--- config.mk ---
export PLATFORM = sky130hd
export DESIGN_NAME = frag_chunk_packer
export DESIGN_NICKNAME = d
export VERILOG_FILES = /design/src/rtl/fcp_pkg.sv /design/src/rtl/fcp_quad_gate.sv /design/src/rtl/fcp_chunk_accum.sv /design/src/rtl/fcp_out_hold.sv /design/src/rtl/frag_chunk_packer.sv
export SDC_FILE = /design/constraint.sdc
export NUM_CORES = 1
export LEC_CHECK = 0
export ABC_AREA = 1
export BUFFER_PORTS_ARGS = -buffer_cell sky130_fd_sc_hd__buf_2
export CORE_ASPECT_RATIO = 0.6
export CORE_MARGIN = 3
export CORE_UTILIZATION = 30
export CTS_CLUSTER_DIAMETER = 50
export DETAILED_ROUTE_END_ITERATION = 7
export PLACE_DENSITY = 0.57
export RECOVER_POWER = 100
export SLEW_MARGIN = 20
export SYNTH_ARGS = -nofsm -noshare
export SYNTH_HDL_FRONTEND = slang
export SYNTH_HIERARCHICAL = 1
export SYNTH_SLANG_ARGS = --single-unit
--- constraint.sdc ---
create_clock -name clk -period 7.7 [get_ports clk]
set_input_delay 0.77 -clock clk [delete_from_list [all_inputs] [get_ports clk]]
set_output_delay 0.77 -clock clk [all_outputs]
set_load 0.005 [all_outputs]
--- src/rtl/fcp_pkg.sv ---
package fcp_pkg;
  localparam int FPQ = 4; // fragments per quad

  // low bit index of a quad's fragments inside the liveness vector
  function automatic int unsigned frag_lo(input int unsigned slot);
    return slot * FPQ;
  endfunction

  // mask with one bit set for every fragment of the first nq quads
  function automatic logic [63:0] used_frags(input int unsigned nq);
    return (64'd1 << (nq * FPQ)) - 64'd1;
  endfunction
endpackage

--- src/rtl/fcp_quad_gate.sv ---
module fcp_quad_gate (
  input  logic       in_valid,
  input  logic       in_ready,
  input  logic [3:0] in_mask,
  output logic       take,
  output logic       app
);
  assign take = in_valid && in_ready;
  assign app  = take && (in_mask != 4'd0);
endmodule

--- src/rtl/fcp_chunk_accum.sv ---
module fcp_chunk_accum #(
  parameter int QPC = 4,
  parameter int XW  = 8,
  parameter int YW  = 8,
  parameter int UW  = 8,
  localparam int SW = $clog2(QPC),
  localparam int CW = $clog2(QPC + 1),
  localparam int LW = fcp_pkg::FPQ * QPC
) (
  input  logic              clk,
  input  logic              rst_n,
  input  logic              take,
  input  logic              app,
  input  logic [3:0]        mask,
  input  logic [XW-1:0]     x,
  input  logic [YW-1:0]     y,
  input  logic              first,
  input  logic              last,
  input  logic [UW-1:0]     uni,
  output logic              commit,
  output logic [LW-1:0]     n_live,
  output logic [QPC*XW-1:0] n_qx,
  output logic [QPC*YW-1:0] n_qy,
  output logic [QPC*SW-1:0] n_qs,
  output logic [QPC*UW-1:0] n_uv,
  output logic [CW-1:0]     n_cnt,
  output logic [CW-1:0]     n_nu
);
  import fcp_pkg::*;

  logic [LW-1:0]     live;
  logic [QPC*XW-1:0] qx;
  logic [QPC*YW-1:0] qy;
  logic [QPC*SW-1:0] qs;
  logic [QPC*UW-1:0] uv;
  logic [CW-1:0]     cnt, nu;
  logic [SW-1:0]     cur_slot, slot_sel;
  logic              tri_has, new_slot, full;

  assign new_slot = app && (first || !tri_has);
  assign slot_sel = new_slot ? nu[SW-1:0] : cur_slot;
  assign n_cnt    = cnt + CW'(app);
  assign n_nu     = nu + CW'(new_slot);
  assign full     = app && (cnt == CW'(QPC - 1));
  assign commit   = full || (take && last && (n_cnt != '0));

  always_comb begin
    n_live = live;
    n_qx   = qx;
    n_qy   = qy;
    n_qs   = qs;
    n_uv   = uv;
    for (int k = 0; k < QPC; k++) begin
      if (app && cnt == CW'(k)) begin
        n_live[frag_lo(k) +: FPQ] = mask;
        n_qx[k*XW +: XW] = x;
        n_qy[k*YW +: YW] = y;
        n_qs[k*SW +: SW] = slot_sel;
      end
      if (new_slot && nu == CW'(k)) n_uv[k*UW +: UW] = uni;
    end
  end

  always_ff @(posedge clk) begin
    if (!rst_n || commit) begin
      live <= '0; qx <= '0; qy <= '0; qs <= '0; uv <= '0;
      cnt <= '0; nu <= '0; cur_slot <= '0; tri_has <= 1'b0;
    end else if (take) begin
      live <= n_live; qx <= n_qx; qy <= n_qy; qs <= n_qs; uv <= n_uv;
      cnt <= n_cnt; nu <= n_nu;
      if (app) begin
        cur_slot <= slot_sel;
        tri_has  <= 1'b1;
      end else if (first) begin
        tri_has  <= 1'b0;
      end
    end
  end

  // an empty quad that does not flush leaves the fill state alone
  a_r2_empty_skip: assert property (@(posedge clk) disable iff (!rst_n)
    (take && !app && !commit) |=> (cnt == $past(cnt) && nu == $past(nu) && live == $past(live)));
  // the open chunk never reaches QPC quads
  a_r4_cap: assert property (@(posedge clk) disable iff (!rst_n)
    cnt < CW'(QPC));
  // uniform slots never exceed quads held
  a_r5_slots: assert property (@(posedge clk) disable iff (!rst_n)
    nu <= cnt);
endmodule

--- src/rtl/fcp_out_hold.sv ---
module fcp_out_hold #(
  parameter int W = 8
) (
  input  logic         clk,
  input  logic         rst_n,
  input  logic         load,
  input  logic [W-1:0] d,
  input  logic         ready,
  output logic         valid,
  output logic [W-1:0] q
);
  always_ff @(posedge clk) begin
    if (!rst_n) begin
      valid <= 1'b0;
      q     <= '0;
    end else if (load) begin
      valid <= 1'b1;
      q     <= d;
    end else if (ready) begin
      valid <= 1'b0;
    end
  end

  // a chunk waiting on the consumer does not move
  a_r8_hold: assert property (@(posedge clk) disable iff (!rst_n)
    (valid && !ready) |=> (valid && $stable(q)));
endmodule

--- src/rtl/frag_chunk_packer.sv ---
module frag_chunk_packer #(
  parameter int QPC = 4,
  parameter int XW  = 8,
  parameter int YW  = 8,
  parameter int UW  = 8,
  localparam int SW = $clog2(QPC),
  localparam int CW = $clog2(QPC + 1)
) (
  input  logic              clk,
  input  logic              rst_n,
  input  logic              in_valid,
  output logic              in_ready,
  input  logic [3:0]        in_mask,
  input  logic [XW-1:0]     in_x,
  input  logic [YW-1:0]     in_y,
  input  logic              in_first,
  input  logic              in_last,
  input  logic [UW-1:0]     in_uni,
  output logic              out_valid,
  input  logic              out_ready,
  output logic [4*QPC-1:0]  out_live,
  output logic [QPC*XW-1:0] out_qx,
  output logic [QPC*YW-1:0] out_qy,
  output logic [QPC*SW-1:0] out_qslot,
  output logic [QPC*UW-1:0] out_uni,
  output logic [CW-1:0]     out_nquads,
  output logic [CW-1:0]     out_nuni
);
  import fcp_pkg::*;
  localparam int LW = FPQ * QPC;
  localparam int BW = LW + QPC * (XW + YW + SW + UW) + 2 * CW;

  logic              take, app, commit;
  logic [LW-1:0]     n_live;
  logic [QPC*XW-1:0] n_qx;
  logic [QPC*YW-1:0] n_qy;
  logic [QPC*SW-1:0] n_qs;
  logic [QPC*UW-1:0] n_uv;
  logic [CW-1:0]     n_cnt, n_nu;
  logic [BW-1:0]     bundle_d, bundle_q;

  assign in_ready = !out_valid || out_ready;

  fcp_quad_gate u_gate (
    .in_valid(in_valid), .in_ready(in_ready), .in_mask(in_mask),
    .take(take), .app(app)
  );

  fcp_chunk_accum #(.QPC(QPC), .XW(XW), .YW(YW), .UW(UW)) u_accum (
    .clk(clk), .rst_n(rst_n), .take(take), .app(app), .mask(in_mask),
    .x(in_x), .y(in_y), .first(in_first), .last(in_last), .uni(in_uni),
    .commit(commit), .n_live(n_live), .n_qx(n_qx), .n_qy(n_qy),
    .n_qs(n_qs), .n_uv(n_uv), .n_cnt(n_cnt), .n_nu(n_nu)
  );

  assign bundle_d = {n_live, n_qx, n_qy, n_qs, n_uv, n_cnt, n_nu};

  fcp_out_hold #(.W(BW)) u_hold (
    .clk(clk), .rst_n(rst_n), .load(commit), .d(bundle_d),
    .ready(out_ready), .valid(out_valid), .q(bundle_q)
  );

  assign {out_live, out_qx, out_qy, out_qslot, out_uni, out_nquads, out_nuni} = bundle_q;

  // input is closed while a committed chunk is refused
  a_r8_stall: assert property (@(posedge clk) disable iff (!rst_n)
    (out_valid && !out_ready) |-> !in_ready);
  // a committed chunk is never empty
  a_r7_nonempty: assert property (@(posedge clk) disable iff (!rst_n)
    out_valid |-> (out_nquads != '0));
  // fragments of unused quad slots are dead
  a_r7_tail_clear: assert property (@(posedge clk) disable iff (!rst_n)
    out_valid |-> ((64'(out_live) & ~used_frags(out_nquads)) == 64'd0));
  // at least one and at most nquads uniform slots per chunk
  a_r9_counts: assert property (@(posedge clk) disable iff (!rst_n)
    out_valid |-> (out_nuni != '0 && out_nuni <= out_nquads));
endmodule

==> metrics.yaml <==
status: "finished, violations left"
violations: "max-capacitance violations, max-slew violations"
cp_slowest_cell: "clkbuf_2"
cts_setup_buffers: 0
areaGrowthSynthToFinish_pct: 15.86
dieHeight_um: 156.6
clk_latency_ps: 560
hpwl_um: 21700
intPower_mw: 2.447
die_w_um: 257.0
cpPeakStageDelay_ps: 1760
hold_class: "reg -> reg"
finalCriticalPeriod_ps: 4960
setup_viol: 0
synth_cell_type_count: 29
syn_area_per_cell_um2: 7.020
viasPerCell: 4.824
power_frac_seq: 0.431
layout-drive-gt1-share: 0.1390
worst_pin_slew_ps: 2401
ys_seq_area_frac: 0.4520
gp_congestion: 0.7494
cts_tree: "yes"
worstSetupEndpointType: "flop"
clockBufferDepth: 3
slew_headroom: -0.6009
power.density_nw_per_um2: 259.1
final_area_um2: 13140
ant_nets: 0
slew_viol_final: 244
numPortBuffers: 161
arrival_ps: 5440
yosysTopAreaCellShare: 0.4520
clk_pin_slew_ps: 60
syn_inst: 1615
leakage_nw: 5.880
ctsHtreeMaxLevel: 1
crit_chain: "nand2_1, nand2_1, a21oi_1, clkinv_1, nor2_1, nand2_4, nand2_1, clkbuf_2, o21ai_0, nor2_1"
dp_slack_ps: 3584
antenna_found_initial: 0
grt_pass1_wl_um: 56060
hold_buffers: 0
cts_root_buffer: "clkbuf_16"
hold_violations: 0
cts_made_buffers: 30
finalPower_mw: 3.404
maxCapViolations: 4
wirelength_um: 35190
max_freq_ghz: 0.2016
start_util: 0.3079
final_nets: 1733
clockPowerShare: 0.434
setup_ws_ps: 2740
grt_start_max_net_pins: 134
whs_ps: 462.9
rows: 54
critPathTopFamily: "buffers and inverters"
syn_nets: 1653
worst-setup-path-type: "reg -> reg"
required_ps: 8190
placed_cell_area_um2: 12270
yosys.area.top_type: "dfxtp_1"
combPwrFrac: 0.136
switchingPower_mw: 0.9573
wl_per_cell_um: 15.83
path_buf_inv: 2
grt_usage: 0.1706
start_kind: "flop"
ioPinCount: 162
drc_errors: 0
cts_resized: 0
grt_pass1_vias: 10149
crit_path_frequent_cell: "nand2_1"
p_sw_frac: 0.2813
antenna_cells: 0
finClkSkew_ps: 13.52
yosys_warnings: 6
drtPass1Iterations: 5
grt_overflow: 0
rsz0062_at_grt: "false"
timing.final.crit_share: 0.6441
fin_setup_tns_ps: 0
coreArea_um2: 36820
cts_sinks: 256
dieArea_um2: 40240
ys_ff_latch: 256
synth.area.top_cells: "dfxtp_1 45%, nor2_1 14%, nand2_1 10%, o21ai_0 6.2%, nand4_1 4.4%"
synth_area_um2: 11340
cp_max_fo: 126
drt_iter0_drc: 894
vias: 10723
vdd_drop_max_uv: 149.7
-- cell usage after synthesis, drive strengths merged --
master	n
nor2	425
buf	67
clkinv	1
clkbuf	53
nand2	314
nand4	80
or2	70
nor3	3
dfxtp	256
o21ai	196
inv	55
ha	4
nand3	38
a21oi	52
xor2	1
-- per-layer routing --
layer  vias up  global-route usage  share of wire
li1       5358                   -              -
met1      5015              0.2528           0.51
met2       306              0.2578           0.42
met3        44             0.03396          0.058
met4         0             0.03181          0.017
met5         -                   0              0
-- cells by family (layout without fill, tap and decap cells) --
kind of cell / after synthesis / count (layout) / synth area share
fa+ha+maj: 4 / 4 / 0.004415
buf+inv: 176 / 280 / 0.07063
compound gates: 248 / 248 / 0.1201
xor+xnor: 1 / 1 / 0.0007727
simple gates: 930 / 930 / 0.3521
flops: 256 / 256 / 0.4520
-- power by group through the flow --
stage,Sequential (mW),Combinational [mW],Clock (mW)
final,1.47,0.461,1.48
after global routing,1.48,0.526,1.58
after CTS,1.47,0.481,1.52
after detailed placement,1.49,0.478,0
after global placement,1.49,0.470,0
after floorplan,1.49,0.316,0
-- flip-flops by register name, summed over array words and instances, names as in the netlist --
name and count:
u_hold/valid 1, u_hold/q 126, u_accum/uv 32, u_accum/cur_slot 2
u_accum/nu 3, u_accum/live 16, u_accum/qy 32, u_accum/cnt 3
u_accum/tri_has 1, u_accum/qs 8, u_accum/qx 32
-- cells in the final DEF, fill, tap and decap left out, types with 2 or more instances in the layout --
cell	instances
nor2_1	423
nand2_1	311
dfxtp_1	256
o21ai_0	169
clkbuf_1	91
nand4_1	80
buf_2	74
or2_2	70
inv_1	51
a21oi_1	51
nand3_1	37
clkbuf_16	31
o21ai_2	24
clkbuf_8	6
buf_4	5
inv_6	4
ha_1	4
clkinv_2	3
o21ai_1	3
nor3_4	3
clkinv_4	2
clkinvlp_4	2
bufinv_16	2
buf_1	2
nand2_2	2
-- per-stage QoR --
step	utilization	cells
2_1_floorplan	-	1615
3_3_place_gp	0.3331	2167
3_5_place_dp	0.3332	2167
4_1_cts	0.3614	2223
5_1_grt	0.3567	2223
6_report	0.3567	2223
-- worst paths after layout --
kind                  startpoint             end  slack [ps]  cells after the start
setup / recovery    u_hold/valid    u_hold/q[32]        2740                     10
hold / removal    u_accum/qx[29]  u_accum/qx[29]         460                      2
setup reg to reg    u_hold/valid    u_hold/q[32]        2740                     10
hold reg to reg   u_accum/qx[29]  u_accum/qx[29]         460                      2
-- worst min-delay path, delay by kind of cell (launching register included) --
kind / cells / cell delay, ps
flops: 1 / 310
compound gates: 1 / 50
simple gates: 1 / 60
-- cell type report --
class | instances | area, um^2
clock buffer | 43 | 880.8
clock inverter | 13 | 156.4
fill | 4015 | 23690
inverter | 56 | 219.0
multi-input combinational | 1183 | 5373
sequential | 256 | 5125
tap | 504 | 630.6
timing repair buffer | 168 | 750.7
No activity file was read; power rests on OpenSTA's default activity.
